**src/rtl/ram_probe_pkg.sv**
```systemverilog
package ram_probe_pkg;
  typedef enum logic [2:0] {
    ST_IDLE,
    ST_CLEAR,
    ST_WRITE,
    ST_READ,
    ST_NEXT,
    ST_DONE
  } probe_state_e;
endpackage

```
**src/rtl/probe_offset_gen.sv**
```systemverilog
module probe_offset_gen #(
  parameter int unsigned OFF_W     = 19,
  parameter int unsigned FIRST_OFF = 32'h1000,
  parameter int unsigned STEP_OFF  = 32'h1000,
  parameter int unsigned LIMIT_OFF = 32'h20000
) (
  input  logic             clk_i,
  input  logic             rst_ni,
  input  logic             load_i,
  input  logic             step_i,
  output logic [OFF_W-1:0] offset_o,
  output logic [OFF_W-1:0] next_o,
  output logic             last_o
);
  logic [OFF_W-1:0] off_q;

  always_ff @(posedge clk_i or negedge rst_ni) begin
    if (!rst_ni)      off_q <= OFF_W'(FIRST_OFF);
    else if (load_i)  off_q <= OFF_W'(FIRST_OFF);
    else if (step_i)  off_q <= off_q + OFF_W'(STEP_OFF);
  end

  assign offset_o = off_q;
  assign next_o   = off_q + OFF_W'(STEP_OFF);
  // next probe would reach the ceiling
  assign last_o   = (next_o >= OFF_W'(LIMIT_OFF));
endmodule

```
**src/rtl/probe_bus_port.sv**
```systemverilog
module probe_bus_port #(
  parameter int unsigned ADDR_W = 24,
  parameter int unsigned DATA_W = 32
) (
  input  logic              clk_i,
  input  logic              rst_ni,
  input  logic              want_i,
  input  logic              we_i,
  input  logic [ADDR_W-1:0] addr_i,
  input  logic [DATA_W-1:0] wdata_i,
  input  logic              mem_ack_i,
  output logic              mem_req_o,
  output logic              mem_we_o,
  output logic [ADDR_W-1:0] mem_addr_o,
  output logic [DATA_W-1:0] mem_wdata_o,
  output logic              fire_o
);
  logic              req_q, we_q;
  logic [ADDR_W-1:0] addr_q;
  logic [DATA_W-1:0] wdata_q;

  assign fire_o = req_q & mem_ack_i;

  // launch only from a low cycle, so a gap follows every ack
  always_ff @(posedge clk_i or negedge rst_ni) begin
    if (!rst_ni) begin
      req_q   <= 1'b0;
      we_q    <= 1'b0;
      addr_q  <= '0;
      wdata_q <= '0;
    end else if (req_q) begin
      if (mem_ack_i) req_q <= 1'b0;
    end else if (want_i) begin
      req_q   <= 1'b1;
      we_q    <= we_i;
      addr_q  <= addr_i;
      wdata_q <= wdata_i;
    end
  end

  assign mem_req_o   = req_q;
  assign mem_we_o    = we_q;
  assign mem_addr_o  = addr_q;
  assign mem_wdata_o = wdata_q;
endmodule

```
**src/rtl/ram_size_probe.sv**
```systemverilog
module ram_size_probe
  import ram_probe_pkg::*;
#(
  parameter int unsigned       ADDR_W    = 24,
  parameter int unsigned       DATA_W    = 32,
  parameter logic [ADDR_W-1:0] BASE_ADDR = '0,
  parameter int unsigned       FIRST_OFF = 32'h1000,
  parameter int unsigned       STEP_OFF  = 32'h1000,
  parameter int unsigned       LIMIT_OFF = 32'h20000,
  parameter logic [DATA_W-1:0] SIGNATURE = DATA_W'(32'hF2D4B698)
) (
  input  logic              clk_i,
  input  logic              rst_ni,
  input  logic              start_i,
  output logic              mem_req_o,
  output logic              mem_we_o,
  output logic [ADDR_W-1:0] mem_addr_o,
  output logic [DATA_W-1:0] mem_wdata_o,
  input  logic [DATA_W-1:0] mem_rdata_i,
  input  logic              mem_ack_i,
  output logic              done_o,
  output logic [ADDR_W-1:0] size_o
);
  localparam int unsigned OFF_W = $clog2(LIMIT_OFF) + 2;

  probe_state_e      state_q, state_d;
  logic [ADDR_W-1:0] size_q, size_d;
  logic              load, step, last, fire, want, we;
  logic [OFF_W-1:0]  offset, next_off;
  logic [ADDR_W-1:0] addr;
  logic [DATA_W-1:0] wdata;

  probe_offset_gen #(
    .OFF_W(OFF_W), .FIRST_OFF(FIRST_OFF), .STEP_OFF(STEP_OFF), .LIMIT_OFF(LIMIT_OFF)
  ) i_offset (
    .clk_i, .rst_ni,
    .load_i  (load),
    .step_i  (step),
    .offset_o(offset),
    .next_o  (next_off),
    .last_o  (last)
  );

  assign want  = (state_q == ST_CLEAR) || (state_q == ST_WRITE) || (state_q == ST_READ);
  assign we    = (state_q != ST_READ);
  assign addr  = (state_q == ST_WRITE) ? BASE_ADDR + ADDR_W'(offset) : BASE_ADDR;
  assign wdata = (state_q == ST_CLEAR) ? '0 : SIGNATURE;

  probe_bus_port #(.ADDR_W(ADDR_W), .DATA_W(DATA_W)) i_bus (
    .clk_i, .rst_ni,
    .want_i     (want),
    .we_i       (we),
    .addr_i     (addr),
    .wdata_i    (wdata),
    .mem_ack_i,
    .mem_req_o,
    .mem_we_o,
    .mem_addr_o,
    .mem_wdata_o,
    .fire_o     (fire)
  );

  always_comb begin
    state_d = state_q;
    size_d  = size_q;
    load    = 1'b0;
    step    = 1'b0;
    unique case (state_q)
      ST_IDLE:  if (start_i) begin state_d = ST_CLEAR; load = 1'b1; end
      ST_CLEAR: if (fire) state_d = ST_WRITE;
      ST_WRITE: if (fire) state_d = ST_READ;
      ST_READ: if (fire) begin
        if (mem_rdata_i != '0) begin
          // reference overwritten: address wrapped at this offset
          size_d  = ADDR_W'(offset);
          state_d = ST_DONE;
        end else begin
          state_d = ST_NEXT;
        end
      end
      ST_NEXT: begin
        step = 1'b1;
        if (last) begin
          size_d  = ADDR_W'(next_off);
          state_d = ST_DONE;
        end else begin
          state_d = ST_WRITE;
        end
      end
      ST_DONE:  state_d = ST_IDLE;
      default:  state_d = ST_IDLE;
    endcase
  end

  always_ff @(posedge clk_i or negedge rst_ni) begin
    if (!rst_ni) begin
      state_q <= ST_IDLE;
      size_q  <= '0;
    end else begin
      state_q <= state_d;
      size_q  <= size_d;
    end
  end

  assign done_o = (state_q == ST_DONE);
  assign size_o = size_q;
endmodule

```
**config.mk**
```make
export PLATFORM = sky130hd
export DESIGN_NAME = ram_size_probe
export DESIGN_NICKNAME = d
export VERILOG_FILES = /design/src/rtl/ram_probe_pkg.sv /design/src/rtl/probe_offset_gen.sv /design/src/rtl/probe_bus_port.sv /design/src/rtl/ram_size_probe.sv
export SDC_FILE = /design/constraint.sdc
export NUM_CORES = 1
export LEC_CHECK = 0
export BUFFER_PORTS_ARGS = -buffer_cell sky130_fd_sc_hd__buf_2
export CORE_UTILIZATION = 40
export DETAILED_ROUTE_END_ITERATION = 10
export HOLD_SLACK_MARGIN = 0.15
export PLACE_DENSITY_LB_ADDON = 0.15
export SLEW_MARGIN = 20
export SYNTH_ARGS = -nofsm -noshare
export SYNTH_HDL_FRONTEND = slang
export SYNTH_HIERARCHICAL = 1
export SYNTH_SLANG_ARGS = --single-unit
```
**constraint.sdc**
```tcl
create_clock -name clk_i -period 4.8 [get_ports clk_i]
set_input_delay 0.24 -clock clk_i [delete_from_list [all_inputs] [get_ports clk_i]]
set_output_delay 0.24 -clock clk_i [all_outputs]
set_load 0.02 [all_outputs]
```
==> results of run 1 <==
-- cells in the final DEF (no fill, tap or decap), types with 3 or more instances in the layout --
master | synthesis | final
nor2_1 | 12 | 12
nor4bb_1 | 18 | 18
a31oi_1 | 19 | 19
nor4_2 | 3 | 3
xnor2_1 | 4 | 4
clkinvlp_4 | 0 | 3
clkbuf_16 | 0 | 9
nand4_1 | 22 | 22
buf_2 | 10 | 112
mux2_2 | 29 | 29
mux2i_1 | 3 | 3
dfrtp_1 | 86 | 86
xor2_1 | 6 | 6
nor4_1 | 5 | 5
nand2_1 | 8 | 7
o21ai_1 | 9 | 9
conb_1 | 2 | 49
and2_1 | 21 | 21
nand3_1 | 22 | 22
buf_4 | 32 | 5
mux2_4 | 30 | 30
and3_1 | 19 | 19
o21ai_0 | 12 | 12
-- synth_stat cells, types with 3 or more instances --
cell type	count	share of area, %
xor2_1	6	1.1
and2_1	21	2.7
nand3_1	22	2.3
clkbuf_1	13	1.0
mux2_4	30	9.3
dfrtp_1	86	45
nor4bb_1	18	3.7
and3_1	19	2.5
buf_4	32	5.0
nor4_2	3	0.78
nor2_1	12	0.93
buf_2	10	1.0
nor4_1	5	0.65
buf_6	5	1.2
nand4_1	22	2.9
buf_12	4	1.7
o21ai_0	12	1.2
o21ai_1	9	0.93
xnor2_1	4	0.73
a31oi_1	19	2.5
mux2_2	29	6.8
mux2i_1	3	0.62
nand2_1	8	0.62
-- metal layers --
metal  track usage [%]  vias to the layer above
li1                  -                     1676
met1              22.7                     1676
met2              28.9                       92
met3              4.84                       15
met4              5.95                        0
met5                 0                        -
-- kinds of logic (layout without fill, tap and decap cells) --
family                   after synthesis  count (layout)  synth area share [%]
AO/OA/AOI/OAI                         44              44                  5.14
XOR/XNOR                              10              10                  1.82
adder cells (fa/ha/maj)                1               1                 0.259
buffers and inverters                 68             135                  10.4
flip-flops                            87              87                  45.2
multiplexers                          62              62                  16.7
other                                  2              49                 0.156
AND/OR/NAND/NOR                      147             147                  20.3
-- flip-flops by register name, summed over array words and instances (netlist names) --
signal and count:
i_bus/mem_addr_o 24, i_bus/mem_req_o 1, i_bus/mem_wdata_o 32, i_bus/mem_we_o 1, i_offset/offset_o 7, size_o 19
state_q 3
-- power by group through the flow --
| stage | sequential (uW) | clock [uW] | combinational, uW |
|---|---|---|---|
| 4_1_cts | 1300 | 663 | 1630 |
| 6_report | 1300 | 645 | 1630 |
| 3_5_place_dp | 1310 | 0 | 1630 |
| 2_1_floorplan | 1560 | 0 | 1000 |
| 5_1_grt | 1350 | 689 | 1760 |
| 3_3_place_gp | 1300 | 0 | 1610 |
-- path summary, 6_finish.rpt --
check                                           start               endpoint  slack [ns]  cells past startpoint
worst max-delay path                       state_q[2]              size_o[3]        2.24                      5
worst min register to register  i_bus/mem_wdata_o[16]  i_bus/mem_wdata_o[16]        0.50                      1
worst min-delay path                          start_i             state_q[0]        0.26                      4
min in group asynchronous                      rst_ni             size_o[11]        0.34                      2
max in group asynchronous                      rst_ni   i_bus/mem_wdata_o[6]        3.36                      3
worst max register to register             state_q[2]              size_o[3]        2.24                      5
-- through the flow --
step / instance area [sq um] / utilization (%) / hold slack, ns / total power, uW / cells
6_report: 5570 / 48.2 / 0.263 / 3580 / 678
5_1_grt: 5570 / 48.2 / 0.289 / 3800 / 678
4_1_cts: 5560 / 48.1 / 0.248 / 3600 / 678
3_5_place_dp: 5280 / 45.7 / 0.172 / 2940 / 662
3_3_place_gp: 5280 / 45.7 / 0.176 / 2900 / 662
2_1_floorplan: 5000 / - / -0.0556 / 2570 / 468
-- worst min-delay path, delay by kind of cell --
family | cells | cell delay, ns
AOI/OAI and AO/OA | 1 | 0.05
buffers and inverters | 1 | 0.09
muxes | 1 | 0.14
and+or+nand+nor | 1 | 0.05
-- cell type report --
| type | instances | share of cell area, % |
|---|---|---|
| inverters | 2 | 0.135 |
| clock inverters | 6 | 0.809 |
| repair buffers | 118 | 10.9 |
| flip-flops and latches | 87 | 39.1 |
| clock buffers | 9 | 4.04 |
| well taps | 143 | 3.21 |
| multi-input cells | 313 | 41.8 |
==> impl_metrics.json, run 1 <==
{
  "synth_edf_count": 0,
  "grt_antenna_before_repair": 0,
  "p_switching_uw": 1430,
  "wl_um": 10500,
  "finalWorstSetupSlack_ns": 2.24,
  "cts_buffers": 9,
  "area_growth_pct": 15.5,
  "critPathLaunchType": "flip-flop",
  "cp-end-kind": "flip-flop",
  "netlist_instances": 421,
  "cpMaxStageDelayCell": "dfrtp_1",
  "m1WireLength_um": 4760,
  "vias": 3459,
  "period_minus_slack_ns": 2.56,
  "fin_crit_sh_pct": 53.3,
  "multi_input_area_sq_mm": 0.00233,
  "clk_latency_ns": 0.35,
  "swShare_pct": 39.9,
  "route.detailed.drc": 6,
  "drive_gt1_share_pct": 37.9,
  "crit_required_ns": 5.02,
  "post-cts-setup-buffers": 0,
  "power_frac_clock_pct": 18.0,
  "p_int_uw": 2150,
  "syn_avg_cell_area_sq_um": 11.5,
  "cpPeakStageDelay_ns": 0.91,
  "grt_use_total_pct": 17.7,
  "pre_cts_slack_ns": 1.92,
  "viasPerCell": 5.10,
  "die_area_sq_mm": 0.0125,
  "start_util_pct": 41.7,
  "fin_nets": 568,
  "coreArea_sq_mm": 0.0116,
  "cp.arrival_ns": 2.78,
  "crit_chain": "nor3b_2 > buf_4 > nand2_2 > a31oi_1 > nand3_1",
  "hpwl_um": 7030,
  "finalHoldViolCount": 0,
  "relSlewSlack_pct": 41.6,
  "diodes": 0,
  "top_layer_used": "met4",
  "clkTransAtPathRegs_ns": 0.06,
  "violations": "design-rule violations",
  "final-setup-viol-count": 0,
  "die_h_um": 112,
  "clock-sinks": 87,
  "clock_path_buffers": 2,
  "ir_drop_uv": 243,
  "drt_pass1_iterations": 7,
  "seq_area_frac_synth_pct": 45.2,
  "wl_per_cell_um": 15.4,
  "ys.warnings.count": 6,
  "die_w_um": 112,
  "gp_congestion": 0.774,
  "ys_async_sr_fraction_pct": 100,
  "max_freq_mhz": 391,
  "grt_setup_unrepaired": "no",
  "grt.overflow.total": 0,
  "cts-htree-levels": 3,
  "synthFlopType": "dfrtp_1",
  "syn-cell-area_sq_mm": 0.00482,
  "critPathKind": "flip-flop to flip-flop",
  "holdBufCountCts": 1,
  "grt_pass1_vias": 3305,
  "wl_met2_um": 5050,
  "placementRows": 39,
  "grt_pass1_wl_um": 17300,
  "ys_seq_elements": 87,
  "grt_max_degree": 64,
  "port_buffers": 113,
  "hold_class": "input pin to flip-flop",
  "ant_nets": 0,
  "worst_slew_pin_slew_ns": 0.876,
  "crit_family": "flip-flops",
  "path_buf_inv": 1,
  "first_iter_violations": 205,
  "pwr-share-comb_pct": 45.6,
  "powerDensity_mw_per_mm2": 642,
  "finClkSkew_ns": 0.00772,
  "cts_tree": "built",
  "max_cap_viol_count": 0,
  "path_max_fanout": 39,
  "fill_cells": 1075,
  "wl_met3_um": 501,
  "yosysUniqueCellTypes": 46,
  "cts_root_buf": "clkbuf_16",
  "maxSlewViolCount": 0,
  "ioPinCount": 119,
  "fin_setup_tns_ns": 0,
  "power_frac_seq_pct": 36.4,
  "seq_area_sq_mm": 0.00218,
  "status": "finished, violations left",
  "cts_resized": 0,
  "power_leakage_uw": 0.00271
}
Note: power is estimated with default switching activity, not from simulation.
==> inputs of run 2 (changes only) <==
==> constraint.sdc (replaced) <==
create_clock -name clk_i -period 2.45 [get_ports clk_i]
set_input_delay 0.1225 -clock clk_i [delete_from_list [all_inputs] [get_ports clk_i]]
set_output_delay 0.1225 -clock clk_i [all_outputs]
set_load 0.02 [all_outputs]
==> impl_metrics.json, run 2 (same netlist as run 1, synthesis figures left out) <==
{
  "grt_util_met2_pct": 30.0,
  "path_max_fanout": 39,
  "reg2reg_depth": 8,
  "grt_pass1_wl_um": 17700,
  "port_buffers": 113,
  "placementRows": 39,
  "fill_cells": 1072,
  "grt_antenna_before_repair": 0,
  "clock_path_buffers": 2,
  "cts-htree-levels": 3,
  "diodes": 0,
  "cp.arrival_ns": 2.37,
  "clk_latency_ns": 0.34,
  "grt_setup_unrepaired": "no",
  "grt_busiest_layer": "met2",
  "power_leakage_uw": 0.00278,
  "cts_buffers": 9,
  "placed_cell_area_sq_mm": 0.00539,
  "final-setup-viol-count": 0,
  "die_area_sq_mm": 0.0125,
  "die_w_um": 112,
  "holdBufCountCts": 2,
  "area_growth_pct": 18.1,
  "largest_reg_flops": 32,
  "critPathLaunchType": "flip-flop",
  "ant_nets": 0,
  "first_iter_violations": 150,
  "hold_depth": 3,
  "min_from": "mem_ack_i",
  "critPathKind": "flip-flop to flip-flop",
  "wl_per_cell_um": 15.3,
  "multi_input_area_sq_mm": 0.00232,
  "ir_drop_uv": 524,
  "hpwl_um": 7300,
  "grt_use_met3_pct": 2.61,
  "crit_required_ns": 2.67,
  "finClkSkew_ns": 0.00605,
  "seq_area_sq_mm": 0.00218,
  "start_util_pct": 41.7,
  "fin_setup_tns_ns": 0,
  "route.detailed.drc": 7,
  "max_freq_mhz": 466,
  "drive_gt1_share_pct": 38.9,
  "cts_tree": "built",
  "gp_congestion": 0.819,
  "violations": "design-rule violations",
  "fin_nets": 580,
  "vias": 3501,
  "maxSlewViolCount": 0,
  "clkTransAtPathRegs_ns": 0.06,
  "fin_crit_sh_pct": 87.6,
  "cts_root_buf": "clkbuf_16",
  "post-cts-setup-buffers": 0,
  "max_cap_viol_count": 0,
  "relSlewSlack_pct": 53.2,
  "grt_pass1_vias": 3563,
  "viasPerCell": 5.07,
  "status": "finished, violations left",
  "finalHoldViolCount": 0,
  "wl_um": 10600,
  "stdcell_area_sq_mm": 0.00570,
  "final_cell_mix": "buf_2, dfrtp_1, conb_1",
  "grt_use_met1_pct": 22.7,
  "coreArea_sq_mm": 0.0116,
  "drt_pass1_iterations": 8,
  "r2r-end": "size_o[4]",
  "cp-end-kind": "flip-flop",
  "worst_slew_pin_slew_ns": 0.702,
  "die_h_um": 112,
  "powerDensity_mw_per_mm2": 1250,
  "grt.overflow.total": 0,
  "grt_use_total_pct": 17.8,
  "hold-path-endpoint": "i_bus/mem_req_o",
  "clock-sinks": 87,
  "r2r-start": "i_offset/offset_o[12]",
  "grt_max_degree": 47,
  "hold_class": "input pin to flip-flop",
  "rrSetupSlack_ns": 0.30,
  "ioPinCount": 119,
  "final_common_cell": "buf_2",
  "period_minus_slack_ns": 2.15,
  "cts_resized": 0
}
-- run 2: layer usage --
metal  share of wire (%)  up-vias
met1                  46     1700
met3                 3.4       17
li1                    -     1696
met2                  48       88
met4                 1.9        0
met5                   0        -
-- run 2: power breakdown --
part	switching (uW)	internal, uW	total [uW]
Sequential	459	2040	2500
Combinational	1780	1550	3330
Clock	588	727	1320
-- run 2: worst max path at each step --
stage,from,to,cells past startpoint
2_1_floorplan,i_offset/offset_o[12],size_o[12],9
3_3_place_gp,i_offset/offset_o[12],size_o[17],8
5_1_grt,i_offset/offset_o[12],size_o[15],8
3_5_place_dp,i_offset/offset_o[12],size_o[5],8
4_1_cts,i_offset/offset_o[12],size_o[18],8
6_report,i_offset/offset_o[12],size_o[4],8
-- run 2: metrics by stage --
| stage | std cells | power, uW | setup slack, ns | hold slack [ns] | utilization [%] |
|---|---|---|---|---|---|
| 4_1_cts | 691 | 7210 | 0.333 | 0.181 | 49.3 |
| 5_1_grt | 691 | 7580 | 0.152 | 0.227 | 49.3 |
| 6_report | 691 | 7140 | 0.304 | 0.184 | 49.3 |
| 3_3_place_gp | 673 | 5770 | 0.434 | 0.171 | 46.6 |
| 3_5_place_dp | 673 | 5860 | 0.344 | 0.176 | 46.6 |
| 2_1_floorplan | 468 | 5030 | 0.457 | -0.173 | - |
-- run 2: critical path, stage by stage (launching register included) --
cell     delay, ns
dfstp_2       0.61
ha_1          0.32
xnor2_1       0.10
and2_1        0.16
mux2i_1       0.17
nand2_1       0.07
buf_4         0.26
a31oi_1       0.23
nand3_1       0.09
-- run 2: area by class of cell --
| class | instances | share of cell area (%) |
|---|---|---|
| clock inverter | 6 | 0.879 |
| tap | 143 | 3.14 |
| inverter | 2 | 0.132 |
| clock buffer | 10 | 4.20 |
| sequential | 87 | 38.2 |
| multi-input combinational | 313 | 40.7 |
| timing repair buffer | 130 | 12.7 |
